`src/rtl/dss_pkg.sv`:
```
// Shared types for the decimator start-up sequencer.
// Assumes: nothing beyond IEEE 1800-2017.
package dss_pkg;

    // Sequencer phase: discarding the initial ticks, or feeding the filters.
    typedef enum logic [0:0] {
        PH_WAIT = 1'b0,
        PH_RUN  = 1'b1
    } seq_phase_e;

    // Number of integrator and comb stages in the slow path.
    localparam int unsigned SINC_ORDER = 3;

    // Number of fast-path samples issued before the handover.
    localparam int unsigned FAST_SAMPLES = 2;

endpackage

```
`src/rtl/dss_por_timer.sv`:
```
// Power-on settling timer.
// Counts POR_CYCLES free-running clocks after the hardware reset is released
// and then holds por_done high until the next hardware reset.
// Assumes: POR_CYCLES >= 2; rst_n is synchronous and active low.
module dss_por_timer #(
    parameter int unsigned POR_CYCLES = 64
) (
    input  logic clk,
    input  logic rst_n,
    output logic por_done
);
    localparam int unsigned CNT_W = $clog2(POR_CYCLES);

    logic [CNT_W-1:0] cnt_q;
    logic             done_q;

    // Advance the settling count and latch completion on the last cycle.
    always_ff @(posedge clk) begin
        if (!rst_n) begin
            cnt_q  <= '0;
            done_q <= 1'b0;
        end else if (!done_q) begin
            if (cnt_q == CNT_W'(POR_CYCLES - 1)) begin
                done_q <= 1'b1;
            end else begin
                cnt_q <= cnt_q + 1'b1;
            end
        end
    end

    assign por_done = done_q;

    // once complete, the power-on indication never drops without reset.
    p_por_latched_r1: assert property (@(posedge clk) disable iff (!rst_n)
        por_done |=> por_done);

endmodule

```
`src/rtl/dss_boxcar.sv`:
```
// Fast-settling single-stage boxcar decimator.
// Sums the ones in each period of DECIM input bits and presents the
// bipolar result, scaled to the common output width, including the
// bit being accepted in the current cycle.
// Assumes: DECIM is a power of two; en and last come from the sequencer.
module dss_boxcar #(
    parameter int unsigned DECIM = 1024,
    parameter int unsigned OUT_W = 3 * $clog2(DECIM) + 2
) (
    input  logic                    clk,
    input  logic                    rst_n,
    input  logic                    clr,
    input  logic                    en,
    input  logic                    last,
    input  logic                    din,
    output logic signed [OUT_W-1:0] val
);
    localparam int unsigned LOG_D = $clog2(DECIM);
    localparam int unsigned CNT_W = LOG_D + 1;
    localparam int unsigned SHIFT = 2 * LOG_D;

    logic [CNT_W-1:0]        acc_q;
    logic [CNT_W-1:0]        sum_now;
    logic signed [OUT_W-1:0] sum_ext;
    logic signed [OUT_W-1:0] bipolar;

    // Count including the bit presented in this cycle.
    always_comb begin
        sum_now = acc_q + CNT_W'(din);
    end

    // Map the ones count to a signed value and scale it to full width.
    always_comb begin
        sum_ext = $signed({{(OUT_W - CNT_W){1'b0}}, sum_now});
        bipolar = (sum_ext <<< 1) - $signed(OUT_W'(DECIM));
        val     = bipolar <<< SHIFT;
    end

    // Accumulate ones; restart at each period boundary.
    always_ff @(posedge clk) begin
        if (!rst_n || clr) begin
            acc_q <= '0;
        end else if (en) begin
            acc_q <= last ? '0 : sum_now;
        end
    end

    // the running count never reaches a full period before its last bit.
    p_acc_bound_r4: assert property (@(posedge clk) disable iff (!rst_n)
        en |-> acc_q <= CNT_W'(DECIM - 1));

endmodule

```
`src/rtl/dss_sinc3.sv`:
```
// Third-order integrate-and-comb decimator.
// Integrators run on every fed bit (+1 or -1); the comb section runs once
// per DECIM fed bits and produces the result used at that boundary.
// Assumes: DECIM is a power of two; OUT_W holds +/- DECIM**3 and the
// integrators may wrap, which the combs undo.
module dss_sinc3 #(
    parameter int unsigned DECIM = 1024,
    parameter int unsigned OUT_W = 3 * $clog2(DECIM) + 2
) (
    input  logic                    clk,
    input  logic                    rst_n,
    input  logic                    clr,
    input  logic                    en,
    input  logic                    dec,
    input  logic                    din,
    output logic signed [OUT_W-1:0] val
);
    import dss_pkg::*;

    localparam int unsigned N = SINC_ORDER;

    logic signed [OUT_W-1:0] x_in;
    logic signed [OUT_W-1:0] integ_q [N];
    logic signed [OUT_W-1:0] integ_n [N];
    logic signed [OUT_W-1:0] dly_q   [N];
    logic signed [OUT_W-1:0] comb_n  [N];

    // Map the modulator bit to +1 / -1.
    always_comb begin
        x_in = din ? OUT_W'(1) : {OUT_W{1'b1}};
    end

    for (genvar k = 0; k < N; k++) begin : g_stage
        // Integrator stage k: next value including this cycle's input.
        if (k == 0) begin : g_first
            always_comb integ_n[k] = integ_q[k] + x_in;
            always_comb comb_n[k]  = integ_n[N-1] - dly_q[k];
        end else begin : g_rest
            always_comb integ_n[k] = integ_q[k] + integ_n[k-1];
            always_comb comb_n[k]  = comb_n[k-1] - dly_q[k];
        end

        // Integrator register, updated on every fed bit.
        always_ff @(posedge clk) begin
            if (!rst_n || clr) begin
                integ_q[k] <= '0;
            end else if (en) begin
                integ_q[k] <= integ_n[k];
            end
        end

        // Comb delay register, updated once per decimation boundary.
        always_ff @(posedge clk) begin
            if (!rst_n || clr) begin
                dly_q[k] <= '0;
            end else if (en && dec) begin
                dly_q[k] <= (k == 0) ? integ_n[N-1] : comb_n[k-1];
            end
        end
    end

    assign val = comb_n[N-1];

    // without a fed bit the first integrator holds its value.
    p_integ_hold_r7: assert property (@(posedge clk) disable iff (!rst_n || clr)
        !en |=> $stable(integ_q[0]));

endmodule

```
`src/rtl/dss_ctrl.sv`:
```
// Start-up sequencer control.
// Discards the initial modulator ticks, counts positions within each output
// period, chooses the fast path for the first samples and the sinc3 path
// afterwards, registers the output and times the data-ready strobe.
// Assumes: DECIM is a power of two; WAIT_TICKS and DRDY_TICKS >= 2 and
// DRDY_TICKS < DECIM.
module dss_ctrl #(
    parameter int unsigned DECIM      = 1024,
    parameter int unsigned WAIT_TICKS = 300,
    parameter int unsigned DRDY_TICKS = 4,
    parameter int unsigned OUT_W      = 3 * $clog2(DECIM) + 2
) (
    input  logic                    clk,
    input  logic                    rst_n,
    input  logic                    restart,
    input  logic                    por_done,
    input  logic                    mod_en,
    input  logic signed [OUT_W-1:0] box_val,
    input  logic signed [OUT_W-1:0] sinc_val,
    output logic                    feed,
    output logic                    dec,
    output logic                    fast_en,
    output logic signed [OUT_W-1:0] data_q,
    output logic                    path_sinc,
    output logic                    drdy_n
);
    import dss_pkg::*;

    localparam int unsigned WC_W = $clog2(WAIT_TICKS);
    localparam int unsigned PH_W = $clog2(DECIM);
    localparam int unsigned DC_W = $clog2(DRDY_TICKS);

    seq_phase_e      phase_q;
    logic [WC_W-1:0] wait_q;
    logic [PH_W-1:0] pos_q;
    logic [1:0]      samp_q;
    logic [DC_W-1:0] dcnt_q;
    logic            drdy_q;
    logic            tick;

    // Qualify modulator ticks by the end of the power-on interval.
    always_comb begin
        tick    = mod_en && por_done;
        feed    = tick && (phase_q == PH_RUN);
        dec     = feed && (pos_q == PH_W'(DECIM - 1));
        fast_en = (samp_q < 2'(FAST_SAMPLES));
    end

    // Discard wait: count the initial ticks, then open the filter feed.
    always_ff @(posedge clk) begin
        if (!rst_n || restart) begin
            phase_q <= PH_WAIT;
            wait_q  <= '0;
        end else if (tick && phase_q == PH_WAIT) begin
            if (wait_q == WC_W'(WAIT_TICKS - 1)) begin
                phase_q <= PH_RUN;
            end else begin
                wait_q <= wait_q + 1'b1;
            end
        end
    end

    // Position of the fed bit within the current output period.
    always_ff @(posedge clk) begin
        if (!rst_n || restart) begin
            pos_q <= '0;
        end else if (feed) begin
            pos_q <= dec ? '0 : pos_q + 1'b1;
        end
    end

    // Count issued samples, saturating once the handover has happened.
    always_ff @(posedge clk) begin
        if (!rst_n || restart) begin
            samp_q <= '0;
        end else if (dec && fast_en) begin
            samp_q <= samp_q + 1'b1;
        end
    end

    // Output register: fast result first, sinc3 result after the handover.
    always_ff @(posedge clk) begin
        if (!rst_n || restart) begin
            data_q    <= '0;
            path_sinc <= 1'b0;
        end else if (dec) begin
            data_q    <= fast_en ? box_val : sinc_val;
            path_sinc <= !fast_en;
        end
    end

    // Data-ready timing: drop on a new sample, release after DRDY_TICKS ticks.
    always_ff @(posedge clk) begin
        if (!rst_n || restart) begin
            drdy_q <= 1'b1;
            dcnt_q <= '0;
        end else if (dec) begin
            drdy_q <= 1'b0;
            dcnt_q <= '0;
        end else if (tick && !drdy_q) begin
            if (dcnt_q == DC_W'(DRDY_TICKS - 1)) begin
                drdy_q <= 1'b1;
            end else begin
                dcnt_q <= dcnt_q + 1'b1;
            end
        end
    end

    assign drdy_n = por_done && drdy_q;

    // every decimation boundary is announced by data-ready low next cycle.
    p_fall_on_sample_r3: assert property (@(posedge clk) disable iff (!rst_n)
        dec && !restart |=> !drdy_n);

    // samples issued while the fast path owns the output are marked fast.
    p_fast_first_r4: assert property (@(posedge clk) disable iff (!rst_n)
        dec && fast_en && !restart |=> !path_sinc);

    // once the sinc3 path owns the output it keeps it until a restart.
    p_sinc_kept_r5: assert property (@(posedge clk) disable iff (!rst_n)
        path_sinc && !restart |=> path_sinc);

    // a restart after power-on returns to the idle, fast-path state.
    p_restart_idle_r8: assert property (@(posedge clk) disable iff (!rst_n)
        restart && por_done |=> drdy_n && !path_sinc);

    // nothing is fed while the discard wait is still running.
    p_no_feed_in_wait_r2: assert property (@(posedge clk) disable iff (!rst_n)
        (phase_q == PH_WAIT) |-> !dec);

endmodule

```
`src/rtl/dss_startup_seq.sv`:
```
// Decimator start-up path sequencer, top level.
// Ties the power-on timer, both decimators and the control together and
// holds the internal-oscillator select bit, which every reset clears.
// Assumes: rst_n synchronous active low; rst_req one clock wide;
// DECIM a power of two.
module dss_startup_seq #(
    parameter int unsigned DECIM      = 1024,
    parameter int unsigned WAIT_TICKS = 300,
    parameter int unsigned DRDY_TICKS = 4,
    parameter int unsigned POR_CYCLES = 64,
    parameter int unsigned DATA_W     = 3 * $clog2(DECIM) + 2
) (
    input  logic                     clk,
    input  logic                     rst_n,
    input  logic                     rst_req,
    input  logic                     mod_en,
    input  logic                     mod_bit,
    input  logic                     osc_set,
    output logic                     por_done,
    output logic                     drdy_n,
    output logic signed [DATA_W-1:0] sample_out,
    output logic                     path_sinc,
    output logic                     int_osc_sel
);
    logic                     feed;
    logic                     dec;
    logic                     fast_en;
    logic signed [DATA_W-1:0] box_val;
    logic signed [DATA_W-1:0] sinc_val;

    dss_por_timer #(
        .POR_CYCLES(POR_CYCLES)
    ) u_por (
        .clk     (clk),
        .rst_n   (rst_n),
        .por_done(por_done)
    );

    dss_ctrl #(
        .DECIM     (DECIM),
        .WAIT_TICKS(WAIT_TICKS),
        .DRDY_TICKS(DRDY_TICKS),
        .OUT_W     (DATA_W)
    ) u_ctrl (
        .clk      (clk),
        .rst_n    (rst_n),
        .restart  (rst_req),
        .por_done (por_done),
        .mod_en   (mod_en),
        .box_val  (box_val),
        .sinc_val (sinc_val),
        .feed     (feed),
        .dec      (dec),
        .fast_en  (fast_en),
        .data_q   (sample_out),
        .path_sinc(path_sinc),
        .drdy_n   (drdy_n)
    );

    dss_boxcar #(
        .DECIM(DECIM),
        .OUT_W(DATA_W)
    ) u_box (
        .clk  (clk),
        .rst_n(rst_n),
        .clr  (rst_req),
        .en   (feed && fast_en),
        .last (dec),
        .din  (mod_bit),
        .val  (box_val)
    );

    dss_sinc3 #(
        .DECIM(DECIM),
        .OUT_W(DATA_W)
    ) u_sinc (
        .clk  (clk),
        .rst_n(rst_n),
        .clr  (rst_req),
        .en   (feed),
        .dec  (dec),
        .din  (mod_bit),
        .val  (sinc_val)
    );

    // Clock-source select bit: set on request, back to external on any reset.
    always_ff @(posedge clk) begin
        if (!rst_n || rst_req) begin
            int_osc_sel <= 1'b0;
        end else if (osc_set) begin
            int_osc_sel <= 1'b1;
        end
    end

    // a reset request always leaves the external clock selected.
    p_osc_cleared_r9: assert property (@(posedge clk) disable iff (!rst_n)
        rst_req |=> !int_osc_sel);

endmodule

```
`config.mk`:
```
export PLATFORM = sky130hd
export DESIGN_NAME = dss_startup_seq
export DESIGN_NICKNAME = d
export VERILOG_FILES = /design/src/rtl/dss_pkg.sv /design/src/rtl/dss_por_timer.sv /design/src/rtl/dss_boxcar.sv /design/src/rtl/dss_sinc3.sv /design/src/rtl/dss_ctrl.sv /design/src/rtl/dss_startup_seq.sv
export SDC_FILE = /design/constraint.sdc
export NUM_CORES = 1
export LEC_CHECK = 0
export CORE_MARGIN = 2
export CORE_UTILIZATION = 50
export CTS_BUF_LIST = sky130_fd_sc_hd__clkbuf_2 sky130_fd_sc_hd__clkbuf_4 sky130_fd_sc_hd__clkbuf_8
export CTS_CLUSTER_DIAMETER = 100
export CTS_CLUSTER_SIZE = 40
export DETAILED_ROUTE_END_ITERATION = 8
export DONT_BUFFER_PORTS = 1
export PLACE_DENSITY = 0.76
export SLEW_MARGIN = 5
export SYNTH_ARGS = -nofsm -noshare
export SYNTH_HDL_FRONTEND = slang
export SYNTH_HIERARCHICAL = 1
export SYNTH_SLANG_ARGS = --single-unit
```
`constraint.sdc`:
```
create_clock -name clk -period 11.8 [get_ports clk]
set_input_delay 2.36 -clock clk [delete_from_list [all_inputs] [get_ports clk]]
set_output_delay 2.36 -clock clk [all_outputs]
set_load 0.02 [all_outputs]
```
## Yosys cells after proc, flatten, opt, wreduce, memory -nomap -nowiden

Memory sizes are Yosys's and may differ from the RTL's.
Index checks and enable logic that the tools add are counted.

| storage, ports and cells | value |
|---|---|
| register bits after elaboration | 77 |
| bits in latches | 0 |
| memory bits (writable) | 192 |
| ROM bits | 0 |
| input bits | 6 |
| output and inout port bits | 36 |
| logic and storage cells | 87 |
| memories | 2 |

| operators by class | value |
|---|---|
| add/subtract/negate cells | 13 |
| $mul | 0 |
| divide/modulo/power cells | 0 |
| magnitude comparators | 1 |
| equal/unequal tests | 4 |
| shifts and indexed selects | 0 |
| muxes and demuxes | 23 |
| bitwise operators | 11 |
| reduce and logical (&&, ||, !) cells | 21 |

Memory list:

| name | depth | bits a word | read ports | clocked after Yosys merged registers in | wr ports | line | source |
|---|---|---|---|---|---|---|---|
| u_sinc.dly_q | 3 | 32 | 3 | 0 | 3 | dss_sinc3.sv:25 | `logic signed [OUT_W-1:0] dly_q [N];` |
| u_sinc.integ_q | 3 | 32 | 3 | 0 | 3 | dss_sinc3.sv:23 | `logic signed [OUT_W-1:0] integ_q [N];` |

Operators by type and width:

| cell | count |
|---|---|
| $mux 32 | 8 |
| $add 32x32->32 | 3 |
| $sub 32x32->32 | 3 |
| $mux 1 | 13 |
| $sub 12x11->12 const B | 1 |
| $add 11x1->11 | 1 |
| $mux 11 | 1 |
| $add 10x1->10 const B | 1 |
| $eq 10x10->1 const B | 1 |
| $mux 10 | 1 |
| $reduce_and 2->1 | 5 |
| $add 9x1->9 const B | 1 |
| $eq 9x9->1 const B | 1 |
| $logic_and 1x1->1 | 9 |
| $add 6x1->6 const B | 1 |
| $eq 6x6->1 const B | 1 |
| $or 1x1->1 | 6 |
| $not 1->1 | 5 |
| $add 2x1->2 const B | 2 |
| $reduce_bool 2->1 | 2 |
| $logic_not 1->1 | 3 |
| $eq 2x2->1 const B | 1 |
| $lt 2x2->1 const B | 1 |
| $reduce_or 2->1 | 1 |
| $logic_or 1x1->1 | 1 |

## Logic depth before layout (Yosys ltp)

| logic depth | value |
|---|---|
| word-level depth | 8 |
| mapped depth | 58 |
| mapped depth without buffers | 56 |

## By module

The synthesis kept the hierarchy.

Modules (own cells, without submodules):

| module | times used | cells each | area an instance (um2) | sequential area each (um2) |
|---|---|---|---|---|
| dss_sinc3 | 1 | 1787 | 16485.8 | 5765.5 |
| dss_ctrl | 1 | 280 | 2765.2 | 1161.1 |
| dss_boxcar | 1 | 113 | 917.1 | 220.2 |
| dss_por_timer | 1 | 41 | 354.1 | 140.1 |
| dss_startup_seq | 1 | 4 | 42.5 | 20.0 |

## Worst setup path after synthesis

No wires, ideal clock.

| timing path | value |
|---|---|
| path kind | input-to-reg |
| from | in mod_bit |
| to | reg u_ctrl.data_q[31] |
| library setup time | 0.142 ns |
| arrival | 11.975 ns |
| required time | 11.658 ns |
| setup slack | -0.317 ns |
| cell stages on the path | 51 |
| buffers on the path | 1 |
| path through | inv_1 ha_1 nor2b_1 o21ai_0 a21oi_1 o21ai_0 a21oi_1 a41o_1 o21ai_0 nand2b_1 a31oi_1 xnor2_1 ha_1 nand2_1 or2_1 or4b_1 nand2_1 a31o_2 [... 15 more ...] o31ai_1 o21ai_0 xor2_1 ha_1 a21oi_1 a21bo_1 a21o_2 a21oi_1 xnor2_1 ha_1 and3_1 a21oi_1 mux2i_1 a21oi_1 xnor2_1 buf_4 mux2i_1 a211oi_2 |

RTL lines:

| item | line | source |
|---|---|---|
| start, declared | dss_startup_seq.sv:17 | `input logic mod_bit,` |
| end signal, assigned | dss_ctrl.sv:87 | `data_q <= fast_en ? box_val : sinc_val;` |
| end, declared | dss_ctrl.sv:23 | `output logic signed [OUT_W-1:0] data_q,` |

==> results.md <==
- Synth cell count leaders: nor2_1, ha_1, edfxtp_1
- Post-Synth Adder-Cell Area: 12.3%
- Pre-antenna DRT Iters: 5
- Post-route ant nets: 0
- Cells after DPL: between 2,000 and 3,000
- Critical path's slowest cell: ha_1
- Type of the tightest min-delay check: register to register
- Leading area contributor after synthesis: edfxtp_1
- CTS Buf Count: 15
- Final period utilization: 96.8%
- Part of the Yosys area used for sequential elements: a little over a third
- Final #Nets: ~2,600
- Layout cells sized above 1: 18.6%
- WL/cell: between 15 and 20 um
- Die area: 42,800 um2
- FFs w/ async S/R, synth: 0%
- Hold Crit Endpoint: u_ctrl/wait_q[1]
- R2R cell count: 53
- Post-synth EDFFs: 192
- CTS tree: done
- Outcome: finished clean
- CP peak stage delay: 0.38 ns
- Slew @ Worst Pin: 1.13 ns
- Reg-to-Reg End: u_ctrl/data_q[31]
- Max_cap viols: 0
- Vias in the first global route: 16,400
- Largest family of logic cells by synthesized area: compound AO/OA/AOI/OAI gates
- Fraction of synthesized area in multiplexers: 2.06%
- Die Y: 207 um
- CP Max Fanout: 6
- Synth Area in Simple Gates: 16.2%
- FMAX: 0.0875 GHz
- Cells after synthesis: approximately 2,200
- Die Wd: between 200 and 250 um
- P&R area growth vs syn: 14.5%
- Root buffer cell: clkbuf_8
- Crit-path most repeated cell: buf_4
- Via count: 16,700
- Buffers & Inverters on Critical Path: 8
- Most frequent cell after synthesis: nor2_1
- Top delay family on crit path: compound AO/OA/AOI/OAI gates
- Final Hold Vio Count: 0
- Worst setup path class: input pin to register
- Placed wire-length estimate: ~35,000 um
- Port Buffers: 0
- Synth Area in Compound Gates: a little under a fifth
- Layout Skew: ~0.07 ns
- Setup crit start kind: input pin
- DRC violations left: 0
- Critical Path RT: 12.33 ns
- Htree depth: 1
- Antenna violations before repair: 1
- Crit. End Element: register
- Clock-pin slew on the worst setup and hold paths: between 0.2 and 0.25 ns
- Vias per Instance: 5.70
- CTS max path bufs: 3
- Mapped Area: roughly 21,000 um2
- Worst rel slew slack: 24.5%
- Count of final setup violators: 0
- WP data arrival: 11.96 ns
- Clock tree sinks: 269
- GPL Wtd Cong: 0.913
- Global-route wire length before repair: 77,300 um
- Largest net degree at the start of global routing: 138
- Global route overflow: 0
- Finished Layout Cells: 2,936
- Warnings, synthesis: 6
- Core area: 40,700 um2
- Post-synth top area share: 28.0%
- Row count: 74
- Hold_buf cts: 0
- Tmin final: 11.43 ns
- Synth cell types: 96
- Post-synthesis xor/xnor area fraction: 8.30%
- Final core utilization: between 50% and 60%
- Clk_lat worst skew: 0.61 ns
- Ports: 42
- Post-synthesis register bit count: around 270
- Syn Area/Cell: 9.24 um2
- Reg2reg setup slack: 1.63 ns
- Final wirelength: 48,300 um
- Ys flop type: edfxtp_1
- Worst reg2reg startpoint: u_sinc/integ_q[0][0]
- Synth area leaders: edfxtp_1, ha_1, dfxtp_1, xnor2_1, a21oi_1
- Min-delay src: u_ctrl/wait_q[1]
- Initial core utilization: approximately half
- DR iter-0 viols: 1,310
- Max-slew violations: 0
- Hold depth: 2
- Overall Global Routing Usage: between 20% and 30%
[cells in the final DEF (no fill, tap or decap), types with 24 or more instances in the layout]
master    netlist  layout
a211oi_2       32      37
a21o_1         71      71
a21oi_1       181     152
a21oi_2         1      27
and2_1         61      60
and3_1         74      74
buf_4          56     245
dfxtp_1        77      76
edfxtp_1      192     192
ha_1          193     177
inv_1         186     185
mux2i_1        40      40
nand2_1       108     105
nand3_1        47      46
nor2_1        210     207
nor2b_1        30      27
nor3_1         35      33
o21a_1         24      24
o21ai_0        82      66
o21bai_1       35      35
xnor2_1       118     104
xor2_1         69      65
[layout make-up]
| class | instances | area (um2) |
|---|---|---|
| Tap cell | 532 | 666 |
| Inverter | 187 | 711 |
| Antenna cell | 1 | 2.50 |
| Timing Repair Buffer | 247 | 1870 |
| Fill cell | 3451 | 17200 |
| Clock inverter | 9 | 213 |
| Clock buffer | 16 | 220 |
| Sequential cell | 269 | 7310 |
| Multi-Input combinational cell | 1675 | 12600 |
[per-layer routing]
layer | GRT usage (%) | vias to the layer above | share of wire, %
met3 | 2.07 | 75 | 4.2
li1 | - | 8211 | -
met2 | 38.6 | 358 | 49
met4 | 6.21 | 0 | 2.4
met1 | 28.4 | 8099 | 45
met5 | 0 | - | 0
[cells by family (layout without fill, tap and decap cells)]
kind of cell	Yosys count	count (layout)
compound gates	560	560
other cells	1	22
flops	269	269
fa+ha+maj	199	199
simple gates	663	663
mux	42	42
xor+xnor	190	190
buf+inv	301	459
[registers in the layout (all words and copies together) (netlist names)]
name and count:
u_ctrl/data_q 32, int_osc_sel 1, u_ctrl/path_sinc 1, u_sinc/dly_q 96
u_ctrl/wait_q 9, u_ctrl/pos_q 10, u_por/por_done 1, u_box/acc_q 11
u_ctrl/dcnt_q 2, u_ctrl/phase_q 1, u_por/cnt_q 6, u_ctrl/samp_q 2
u_sinc/integ_q 96, u_ctrl/drdy_q 1
[repair_timing]
item,4_1_cts,5_1_grt
setup buffers,0,18
setup endpoints to repair,0,10
resized for setup,0,115
[worst max-delay path by stage]
stage / startpoint / endpoint / slack, ns / cells past startpoint
floorplan: mod_bit / u_ctrl/data_q[31] / 0.003 / 52
global placement: mod_bit / u_ctrl/data_q[31] / -0.26 / 51
detailed placement: mod_bit / u_ctrl/data_q[31] / -0.52 / 53
CTS: mod_bit / u_ctrl/data_q[31] / 0.05 / 53
global route: mod_bit / u_ctrl/data_q[29] / -0.18 / 51
finish: mod_bit / u_ctrl/data_q[31] / 0.37 / 53
[metrics by stage]
stage | cell area (um2) | hold slack, ns | setup slack [ns] | TNS, ns
2_1_floorplan | 20700 | 0.453 | 0.00314 | 0
3_3_place_gp | 22400 | 0.468 | -0.264 | -0.650
3_5_place_dp | 22400 | 0.493 | -0.523 | -1.56
4_1_cts | 22800 | 0.518 | 0.0493 | 0
5_1_grt | 23600 | 0.543 | -0.183 | -0.517
6_report | 23600 | 0.514 | 0.373 | 0
[tightest hold or removal path, delay by kind of cell, from the launching register on]
kind,cells,cell delay (ns)
AOI/OAI and AO/OA,1,0.07
DFF,1,0.38
and+or+nand+nor,1,0.05
Power is left out: the tool's default activity adds up to more than one toggle a clock period on the data nets, which glitch-free logic cannot reach.
